`src/rtl/eirq_pkg.sv`:
```
package eirq_pkg;
  localparam int LINES  = 3;
  localparam int BYTE_W = 8;
  localparam int REG_W  = 32;

  localparam int POS_PEND = 0;
  localparam int POS_CLK  = 4;
  localparam int POS_EN   = 5;
  localparam int POS_TRIG = 6;

  typedef enum logic [1:0] {
    TRIG_HIGH = 2'b00,
    TRIG_LOW  = 2'b01,
    TRIG_RISE = 2'b10,
    TRIG_FALL = 2'b11
  } trig_e;

  typedef struct packed {
    trig_e trig;
    logic  en;
    logic  fastClk;
  } lineCfg_t;

  typedef struct packed {
    logic [LINES-1:0] pendClr;
  } ctlStrobe_t;

  // Split layout: each line at its own word.
  function automatic logic [11:0] lineOffset(int idx);
    case (idx)
      0:       return 12'h000;
      1:       return 12'h328;
      default: return 12'h32C;
    endcase
  endfunction

  // Shared layout: line 0 sits in the highest used byte.
  function automatic int sharedBase(int idx);
    return (LINES - 1 - idx) * BYTE_W;
  endfunction

  function automatic logic [BYTE_W-1:0] packByte(lineCfg_t c, logic pend);
    return {c.trig, c.en, c.fastClk, 3'b000, pend};
  endfunction
endpackage

```
`src/rtl/eirq_ctrl.sv`:
```
module eirq_ctrl
  import eirq_pkg::*;
#(
  parameter int ADDR_W      = 12,
  parameter bit SHARED_WORD = 1'b1
) (
  input  logic                   clk,
  input  logic                   rstN,
  input  logic                   wrEn,
  input  logic [ADDR_W-1:0]      addr,
  input  logic [REG_W-1:0]       wrData,
  input  logic [LINES-1:0]       pendRd,
  output lineCfg_t [LINES-1:0]   cfg,
  output ctlStrobe_t             strobe,
  output logic [REG_W-1:0]       rdData
);
  logic [LINES-1:0]              hit;
  logic [LINES-1:0][BYTE_W-1:0]  wrByte;
  logic [LINES-1:0][BYTE_W-1:0]  rdByte;
  logic                          unusedWr;

  assign unusedWr = ^{wrData, wrByte};

  for (genvar i = 0; i < LINES; i++) begin : g_line
    if (SHARED_WORD) begin : g_shared
      localparam int Base = sharedBase(i);
      assign hit[i]    = (addr == '0);
      assign wrByte[i] = wrData[Base +: BYTE_W];
    end else begin : g_split
      assign hit[i]    = (addr == ADDR_W'(lineOffset(i)));
      assign wrByte[i] = wrData[BYTE_W-1:0];
    end
  end

  always_ff @(posedge clk or negedge rstN) begin
    if (!rstN) begin
      cfg <= '0;
    end else begin
      for (int i = 0; i < LINES; i++) begin
        if (wrEn && hit[i]) begin
          cfg[i].trig    <= trig_e'(wrByte[i][POS_TRIG +: 2]);
          cfg[i].en      <= wrByte[i][POS_EN];
          cfg[i].fastClk <= wrByte[i][POS_CLK];
        end
      end
    end
  end

  always_comb begin
    strobe = '0;
    for (int i = 0; i < LINES; i++) begin
      strobe.pendClr[i] = wrEn & hit[i] & wrByte[i][POS_PEND];
      rdByte[i]         = packByte(cfg[i], pendRd[i]);
    end
  end

  always_comb begin
    rdData = '0;
    for (int i = 0; i < LINES; i++) begin
      if (hit[i]) rdData[(SHARED_WORD ? sharedBase(i) : 0) +: BYTE_W] = rdByte[i];
    end
  end
endmodule

```
`src/rtl/eirq_datapath.sv`:
```
module eirq_datapath
  import eirq_pkg::*;
#(
  parameter int SLOW_DIV = 4
) (
  input  logic                 clk,
  input  logic                 rstN,
  input  logic [LINES-1:0]     pinIn,
  input  lineCfg_t [LINES-1:0] cfg,
  input  ctlStrobe_t           strobe,
  output logic [LINES-1:0]     pendRd,
  output logic [LINES-1:0]     irqReq,
  output logic [LINES-1:0]     pendQ,
  output logic [LINES-1:0]     edgeHit,
  output logic [LINES-1:0]     edgeMode
);
  localparam int CNT_W = (SLOW_DIV > 1) ? $clog2(SLOW_DIV) : 1;

  logic [CNT_W-1:0]        divCnt;
  logic                    slowTick;
  logic [LINES-1:0][1:0]   syncQ;
  logic [LINES-1:0]        sampQ;
  logic [LINES-1:0]        inv;
  logic [LINES-1:0]        tick;
  logic [LINES-1:0]        levelNow;

  assign slowTick = (divCnt == CNT_W'(SLOW_DIV - 1));

  always_ff @(posedge clk or negedge rstN) begin
    if (!rstN)         divCnt <= '0;
    else if (slowTick) divCnt <= '0;
    else               divCnt <= divCnt + 1'b1;
  end

  always_comb begin
    for (int i = 0; i < LINES; i++) begin
      inv[i]      = cfg[i].trig[0];
      edgeMode[i] = cfg[i].trig[1];
      tick[i]     = cfg[i].fastClk | slowTick;
      edgeHit[i]  = tick[i] & edgeMode[i]
                  & (syncQ[i][1] ^ inv[i]) & ~(sampQ[i] ^ inv[i]);
      levelNow[i] = sampQ[i] ^ inv[i];
      pendRd[i]   = edgeMode[i] ? pendQ[i] : levelNow[i];
      irqReq[i]   = cfg[i].en & pendRd[i];
    end
  end

  always_ff @(posedge clk or negedge rstN) begin
    if (!rstN) begin
      syncQ <= '0;
      sampQ <= '0;
      pendQ <= '0;
    end else begin
      for (int i = 0; i < LINES; i++) begin
        syncQ[i] <= {syncQ[i][0], pinIn[i]};
        if (tick[i]) sampQ[i] <= syncQ[i][1];
        if (!edgeMode[i])              pendQ[i] <= 1'b0;
        else if (edgeHit[i])           pendQ[i] <= 1'b1;
        else if (strobe.pendClr[i])    pendQ[i] <= 1'b0;
      end
    end
  end
endmodule

```
`src/rtl/ext_irq_conditioner.sv`:
```
module ext_irq_conditioner
  import eirq_pkg::*;
#(
  parameter int ADDR_W      = 12,
  parameter bit SHARED_WORD = 1'b1,
  parameter int SLOW_DIV    = 4
) (
  input  logic              clk,
  input  logic              rstN,
  input  logic              regWrEn,
  input  logic [ADDR_W-1:0] regAddr,
  input  logic [REG_W-1:0]  regWrData,
  output logic [REG_W-1:0]  regRdData,
  input  logic [LINES-1:0]  pinIn,
  output logic [LINES-1:0]  irqReq
);
  lineCfg_t [LINES-1:0] cfg;
  ctlStrobe_t           strobe;
  logic [LINES-1:0]     pendRd;
  logic [LINES-1:0]     pendQ;
  logic [LINES-1:0]     edgeHit;
  logic [LINES-1:0]     edgeMode;
  logic [LINES-1:0]     enVec;

  always_comb for (int i = 0; i < LINES; i++) enVec[i] = cfg[i].en;

  eirq_ctrl #(.ADDR_W(ADDR_W), .SHARED_WORD(SHARED_WORD)) ctrl (
    .clk(clk), .rstN(rstN), .wrEn(regWrEn), .addr(regAddr),
    .wrData(regWrData), .pendRd(pendRd), .cfg(cfg), .strobe(strobe),
    .rdData(regRdData)
  );

  eirq_datapath #(.SLOW_DIV(SLOW_DIV)) dpath (
    .clk(clk), .rstN(rstN), .pinIn(pinIn), .cfg(cfg), .strobe(strobe),
    .pendRd(pendRd), .irqReq(irqReq), .pendQ(pendQ), .edgeHit(edgeHit),
    .edgeMode(edgeMode)
  );
endmodule

```
`config.mk`:
```
export PLATFORM = sky130hd
export DESIGN_NAME = ext_irq_conditioner
export DESIGN_NICKNAME = d
export VERILOG_FILES = /design/src/rtl/eirq_pkg.sv /design/src/rtl/eirq_ctrl.sv /design/src/rtl/eirq_datapath.sv /design/src/rtl/ext_irq_conditioner.sv
export SDC_FILE = /design/constraint.sdc
export NUM_CORES = 1
export LEC_CHECK = 0
export BUFFER_PORTS_ARGS = -buffer_cell sky130_fd_sc_hd__buf_4
export CAP_MARGIN = 20
export CORE_MARGIN = 2
export CORE_UTILIZATION = 46
export CTS_CLUSTER_DIAMETER = 120
export DETAILED_ROUTE_END_ITERATION = 8
export GPL_TIMING_DRIVEN = 0
export HOLD_SLACK_MARGIN = 0.05
export PLACE_DENSITY_LB_ADDON = 0.2
export SLEW_MARGIN = 0
export SYNTH_ARGS = -nofsm -noshare
export SYNTH_HDL_FRONTEND = slang
export SYNTH_SLANG_ARGS = --single-unit
```
`constraint.sdc`:
```
create_clock -name clk -period 4.8 [get_ports clk]
set_clock_uncertainty 0.1 [all_clocks]
set_input_delay 1.2 -clock clk [delete_from_list [all_inputs] [get_ports clk]]
set_output_delay 1.2 -clock clk [all_outputs]
set_load 0.02 [all_outputs]
```
Word level (Yosys, flattened, before mapping)

Index checks and enable logic that the tools add are counted.

Latch bits: 0
Register bits after elaboration: 26
Bits in read-only memories: 0
Output and inout bits: 35
Memory bits (writable): 0
Memories kept: 0

$mul: 0
Magnitude comparators: 0
Equality and inequality tests: 4
Multiplexer cells: 16
Bitwise operators: 28
Reductions and logical operators: 2
Shift-type cells: 0
Div/mod/pow operators: 0
$add $sub $neg: 1

Operators with widths:

| operator                                              | number |
|---|---|
| 2-to-1 mux 8 bit                                      | 3 |
| bitwise AND 1 bit                                     | 16 |
| zero test 12 bit                                      | 1 |
| 2-to-1 mux 1 bit                                      | 12 |
| inequality test 3 x 2 -> 1 bit, second input constant | 3 |
| XOR 1 bit                                             | 6 |
| inverter 1 bit                                        | 3 |
| bitwise OR 1 bit                                      | 3 |
| adder 2 x 1 -> 2 bit, second input constant           | 1 |
| equality test 2 bit, second input constant            | 1 |
| 2-to-1 mux 2 bit                                      | 1 |
| logical AND 1 bit                                     | 1 |

Longest topological paths before layout

Gate-level depths: netlist of run 1.

Word-level depth: 7
Depth in mapped cells: 4

Hierarchy

From an unflattened synthesis of run 1, not the netlist that was laid out.

Cell total of the unflattened synthesis: 124
Area total of the unflattened synthesis: 1418.9 sq um

Modules (own cells, without submodules):

| module        | instances | cells each | area an instance (sq um) |
|---|---|---|---|
| eirq_ctrl     | 1         | 70         | 790.8 |
| eirq_datapath | 1         | 54         | 628.1 |

Worst setup path before layout of run 1

OpenSTA, ideal clock, no wires.

Path type: input -> output
Start: input port regAddr[0]
End: output port regRdData[12]
Slack: 0.925 ns
Cell stages on the path: 4
Arrival: 2.575 ns
Cell sequence: or4_1 -> nor3_1 -> clkbuf_1 -> and2_1

Word-level cells in the longest chain between the ends: 2

Ends and longest elaborated chain:

| element          | RTL line                  | RTL |
|---|---|---|
| start, declared  | ext_irq_conditioner.sv:11 | `input logic [ADDR_W-1:0] regAddr,` |
| zero test 12 bit | eirq_ctrl.sv:27           | `assign hit[i] = (addr == '0);` |
| 2-to-1 mux 8 bit | eirq_ctrl.sv:60           | `if (hit[i]) rdData[(SHARED_WORD ? sharedBase(i) : 0) +: BYTE_W] = rdByte[i];` |
| end, declared    | ext_irq_conditioner.sv:13 | `output logic [REG_W-1:0] regRdData,` |

Every way passes these cells.

Worst setup path in the final report of run 1

Start: input port regAddr[0]
End: output port regRdData[20]

Same word-level chain as after synthesis.

==> results of run 1 <==
## cell usage after synthesis, drive strengths merged
master,n
nand2,6
nor2,4
nor4,3
conb,1
mux2,15
and2,12
clkbuf,1
o21ai,3
o221ai,3
and3b,3
o21a,3
nor2b,6
buf,18
xnor2,3
dfrtp,26
nor3b,3
inv,1
nor3,1
or4,4
ha,1
## power by group through the flow
| stage | clock network (mW) | registers, mW | logic (mW) |
|---|---|---|---|
| 4_1_cts | 0.152 | 0.227 | 0.0565 |
| 5_1_grt | 0.159 | 0.227 | 0.0618 |
| 3_3_place_gp | 0 | 0.230 | 0.0552 |
| 2_1_floorplan | 0 | 0.230 | 0.0305 |
| 3_5_place_dp | 0 | 0.231 | 0.0564 |
| 6_report | 0.148 | 0.227 | 0.0566 |
## state kept, by name (all words and copies together), names as in the netlist
| signal | count |
|---|---|
| ctrl.cfg | 12 |
| dpath.syncQ | 6 |
| dpath.pendQ | 3 |
| dpath.sampQ | 3 |
| dpath.divCnt | 2 |
## metal layers
layer	global-route usage, %	up-vias	wire (µm)
met5	0	-	0
li1	-	510	-
met4	4.87	0	33
met1	21.6	500	1140
met3	2.86	4	219
met2	36.1	44	1550
## through the flow
stage | cell area [µm²] | instances | setup slack (ns) | utilization, % | power (mW)
finish | 1900 | 218 | 0.291 | 67.8 | 0.431
floorplan | 1430 | 133 | 0.925 | - | 0.260
global route | 1900 | 218 | 0.142 | 67.8 | 0.448
CTS | 1900 | 218 | 0.243 | 67.8 | 0.435
detailed placement | 1850 | 214 | 0.252 | 65.9 | 0.287
global placement | 1850 | 214 | 0.290 | 65.9 | 0.285
## logic make-up after synthesis
logic type / Yosys count / share of synthesized area, %
adder cells (fa/ha/maj): 1 / 0.911
buffers and inverters: 20 / 10.7
multiplexers: 15 / 15.0
other: 1 / 0.273
AO/OA/AOI/OAI: 9 / 4.64
XOR/XNOR: 3 / 1.91
AND/OR/NAND/NOR: 42 / 19.2
flip-flops: 26 / 47.4
## area by class of cell
type	count	area, µm²
Fill cell	239	905
Sequential cell	26	651
Multi-Input combinational cell	87	637
Timing Repair Buffer	50	375
Buffer	19	143
Tap cell	31	38.8
Clock inverter	1	30.0
Clock buffer	3	22.5
Inverter	1	3.75
## final timing paths
check | end | cells after the start
setup / recovery | regRdData[20] | 6
hold / removal | dpath.syncQ[3]$_DFF_PN0_ | 0
setup reg to reg | dpath.sampQ[0]$_DFFE_PN0N_ | 3
hold reg to reg | dpath.syncQ[3]$_DFF_PN0_ | 0
max in group asynchronous | dpath.syncQ[0]$_DFF_PN0_ | 1
min in group asynchronous | dpath.pendQ[1]$_DFFE_PN0P_ | 1
==> flow_summary.ini, run 1 <==
[run_status]
outcome = finished, violations left
violations = DRC

[floorplanning]
die_w_um = 58.7
die_area_um2 = 3440
coreArea_um2 = 2810
num_rows = 19
initial_core_util_pct = 49.0
io_pins = 85
die_y_um = 58.7

[yosys]
synth_warnings = 0
syn_area_um2 = 1370
yosys.area.top_type = dfrtp_1
netlist.area_leader.share_pct = 47.4
synthTopCellsByArea = dfrtp_1 (47%), mux2_4 (11%), buf_4 (9.3%), and2_1 (5.5%), mux2_2 (4.1%)
ys_ff_latch = 26
ys_seq_area_share_pct = 47.4
syn_avg_cell_area_um2 = 11.7
syn_inst = 117
synth_cell_types = 23

[routing]
viasPerCell = 4.85
ant_nets = 0
drc_errors = 8
first_iter_violations = 25
finalWirelength_mm = 2.94
firstDrtPassIters = 6
via_count = 1058
wl_per_cell_um = 13.5

[power_and_ir_drop]
power_density_nw_per_um2 = 227
clockPowerShare_pct = 34.3
pwr-share-seq_pct = 52.5
ir_worst_vdd_mv = 0.144
p_leak_nw = 1.02
pwr-share-comb_pct = 13.1
p_sw_uw = 92.2
p_int_uw = 339
sw_frac_of_total_pct = 21.4

[clock_network]
cts_root_buf = clkbuf_4
postCtsSetupBuffers = 0
cts_sinks = 26
cts.reportedPaths.clkPinSlew_ns = 0.15
ctsHoldBuffers = 0
clock_path_buffers = 2
cts_resized = 0
insertion_delay_ns = 0.31
cts_tree = done
htreeDepth = 1
cts_buffers = 3

[layout]
drive_gt1_share_pct = 48.1
final_cell_mix = buf_4 (67), dfrtp_1 (26), conb_1 (17)
synthToLayoutAreaGrowth_pct = 38.3
layout_commonest_cell = buf_4
finalNetCount = 239
antenna_cells = 0

[sta]
final_hold_viol_count = 0
rsz0062_at_grt = false
setup_tns_ns = 0
slew_viol_final = 0
slew_headroom_pct = 55.7
fmax_mhz = 222
fin_crit_sh_pct = 93.9
fin_hold_ws_ns = 0.272
tightest_slew_ns = 0.659
fin_crit_ns = 4.51
setup_viol_count_final = 0

[global_route]
grt_pass1_vias = 1091
grt_pass1_wl_mm = 4.93
gr-total-overflow = 0
grt_max_degree = 27
antenna_found_initial = 0
track_usage_pct = 18.8

[worst_setup_path]
crit_chain = buf_4 -> or4_1 -> nor3_1 -> clkbuf_1 -> and2_1 -> buf_4
r2r-start = dpath.divCnt[0]$_DFF_PN0_
path_class = in -> out
crit_path_end_kind = output port
cpMaxStageDelayCell = or4_1
arrival_ns = 3.21
crit_family = simple AND/OR/NAND/NOR gates
start_kind = input pin
r2r_setup_slack_ns = 3.38
path_max_fanout = 10
cpPeakStageDelay_ns = 0.61
crit_top_cell = buf_4
worstPathRequired_ns = 3.50
startpoint = regAddr[0]
path_buf_inv = 3

[hold_path]
hold_start = dpath.syncQ[2]$_DFF_PN0_
worst_hold_path_type = reg -> reg

[placement]
numPortBuffers = 50
dp_hpwl_mm = 2.29
routabilityCongestion = 0.762

[flow_run]
max-cap-violations = 0
Note: power is estimated with default switching activity, not from simulation.
==> run 2: changes to the inputs <==
Settings changed: REMOVE_ABC_BUFFERS from default to 1.
==> run 2 against run 1 <==
Net effect: the run still ends with DRC left; sequential share of layout area is 2.7 points higher; combinational power is 20% lower; total power is 1.6% lower; final cell count is 8.3% lower; non-clock buffer count is 18 lower; clock-buffer cell count stayed put; die area stayed put; sequential cell count stayed put; global-route usage is 0.85 points lower; hold slack worse by 0.0055 ns; routed wire length is 6.2% lower; fmax is 2.2% lower; critical path type unchanged; highest routed layer unchanged.
==> flow_summary.ini, run 2 (synthesis gave the netlist of run 1 again) <==
[clock_network]
htreeDepth = 1
cts_tree = done
clock_path_buffers = 2
cts_resized = 0
postCtsSetupBuffers = 0
cts.reportedPaths.clkPinSlew_ns = 0.15
cts_root_buf = clkbuf_4
insertion_delay_ns = 0.33
cts_buffers = 3
cts_sinks = 26
ctsHoldBuffers = 0

[worst_setup_path]
start_kind = input pin
path_max_fanout = 10
crit_path_end_kind = output port
arrival_ns = 3.31
worstPathRequired_ns = 3.50
path_class = in -> out

[layout]
layout_commonest_cell = buf_4
antenna_cells = 0
fillers = 238
final_cell_mix = buf_4 (50), dfrtp_1 (26), conb_1 (17)
largest_reg_flops = 12
synthToLayoutAreaGrowth_pct = 28.3
drive_gt1_share_pct = 43.2
finalNetCount = 221
regMostFlops = ctrl.cfg
reg_top3 = ctrl.cfg (12), dpath.syncQ (6)

[run_status]
outcome = finished, violations left
violations = DRC

[sta]
rsz0062_at_grt = false
final_hold_viol_count = 0
fmax_mhz = 217
fin_crit_sh_pct = 96.0
fin_ws_ns = 0.190
setup_viol_count_final = 0
fin_crit_ns = 4.61
setup_tns_ns = 0
slew_headroom_pct = 34.7
slew_viol_final = 0
tightest_slew_ns = 0.971
fin_hold_ws_ns = 0.266

[placement]
pre_cts_slack_ns = 0.167
numPortBuffers = 50
routabilityCongestion = 0.784

[routing]
ant_nets = 0
drc_errors = 5
via_count = 1016
routed.top_layer = met4
wl_per_cell_um = 13.8
finalWirelength_mm = 2.76
dr_wl_met3_um = 161
first_iter_violations = 27
viasPerCell = 5.08
firstDrtPassIters = 8
wl_met2_mm = 1.48
drt-met1-wl_mm = 1.07

[floorplanning]
die_w_um = 58.7
die_y_um = 58.7
initial_core_util_pct = 49.0
num_rows = 19
coreArea_um2 = 2810
die_area_um2 = 3440
io_pins = 85

[power_and_ir_drop]
ir_worst_vdd_mv = 0.179
p_leak_nw = 0.927
power_uw = 424
power_density_nw_per_um2 = 241

[global_route]
track_usage_pct = 18.0
grt_pass1_vias = 1044
gr-total-overflow = 0
antenna_found_initial = 0
grt_max_degree = 27
grt_pass1_wl_mm = 4.67

[flow_run]
max-cap-violations = 0

[hold_path]
worst_hold_path_type = reg -> reg
==> run 2: cell types whose count changed in the layout (fill, tap and decap cells not counted) <==
cell      previous run  this run
buf_6                1         0
buf_2                0         1
clkbuf_1             1         0
buf_4               67        50
==> run 2: path summary, 6_finish.rpt <==
path	depth (start not counted)	from	slack [ns]	to
worst max-delay path	6	regAddr[0]	0.19	regRdData[8]
worst min-delay path	0	dpath.syncQ[4]$_DFF_PN0_	0.27	dpath.syncQ[5]$_DFF_PN0_
worst max register to register	3	dpath.divCnt[0]$_DFF_PN0_	3.42	dpath.sampQ[0]$_DFFE_PN0N_
worst min register to register	0	dpath.syncQ[4]$_DFF_PN0_	0.27	dpath.syncQ[5]$_DFF_PN0_
max in group asynchronous	1	rstN	3.71	ctrl.cfg[1]$_DFFE_PN0N_
min in group asynchronous	1	rstN	0.65	dpath.syncQ[2]$_DFF_PN0_
==> run 2: per-layer routing <==
| metal | up-vias | GRT usage [%] |
|---|---|---|
| met4 | 0 | 7.14 |
| met1 | 494 | 21.8 |
| met5 | - | 0 |
| met3 | 5 | 2.64 |
| li1 | 474 | - |
| met2 | 43 | 31.9 |
==> run 2: power by group <==
group	internal, mW	switching, mW	leakage (nW)
clock	0.0845	0.0678	0.0279
sequential	0.223	0.00316	0.338
combinational	0.0220	0.0233	0.561
==> run 2: critical path, stage by stage <==
cell     delay [ns]
buf_4          0.11
or4_1          0.62
nor3_1         0.78
buf_2          0.30
nor2b_1        0.15
buf_4          0.15
==> run 2: layout make-up <==
class,instances,area [µm²],share of cell area (%)
clock buffer,3,22.5,1.28
clock inverter,1,30.0,1.70
inverter,1,3.75,0.213
multi-input combinational,87,637,36.1
sequential,26,651,36.9
tap,31,38.8,2.20
timing repair buffer,51,380,21.6
==> run 2: metrics by stage <==
| step | std cells | area [µm²] | utilization (%) |
|---|---|---|---|
| 3_5_place_dp | 196 | 1710 | 61.0 |
| 3_3_place_gp | 195 | 1710 | 60.8 |
| 5_1_grt | 200 | 1760 | 62.8 |
| 6_report | 200 | 1760 | 62.8 |
| 4_1_cts | 200 | 1760 | 62.8 |
| 2_1_floorplan | 114 | 1290 | - |
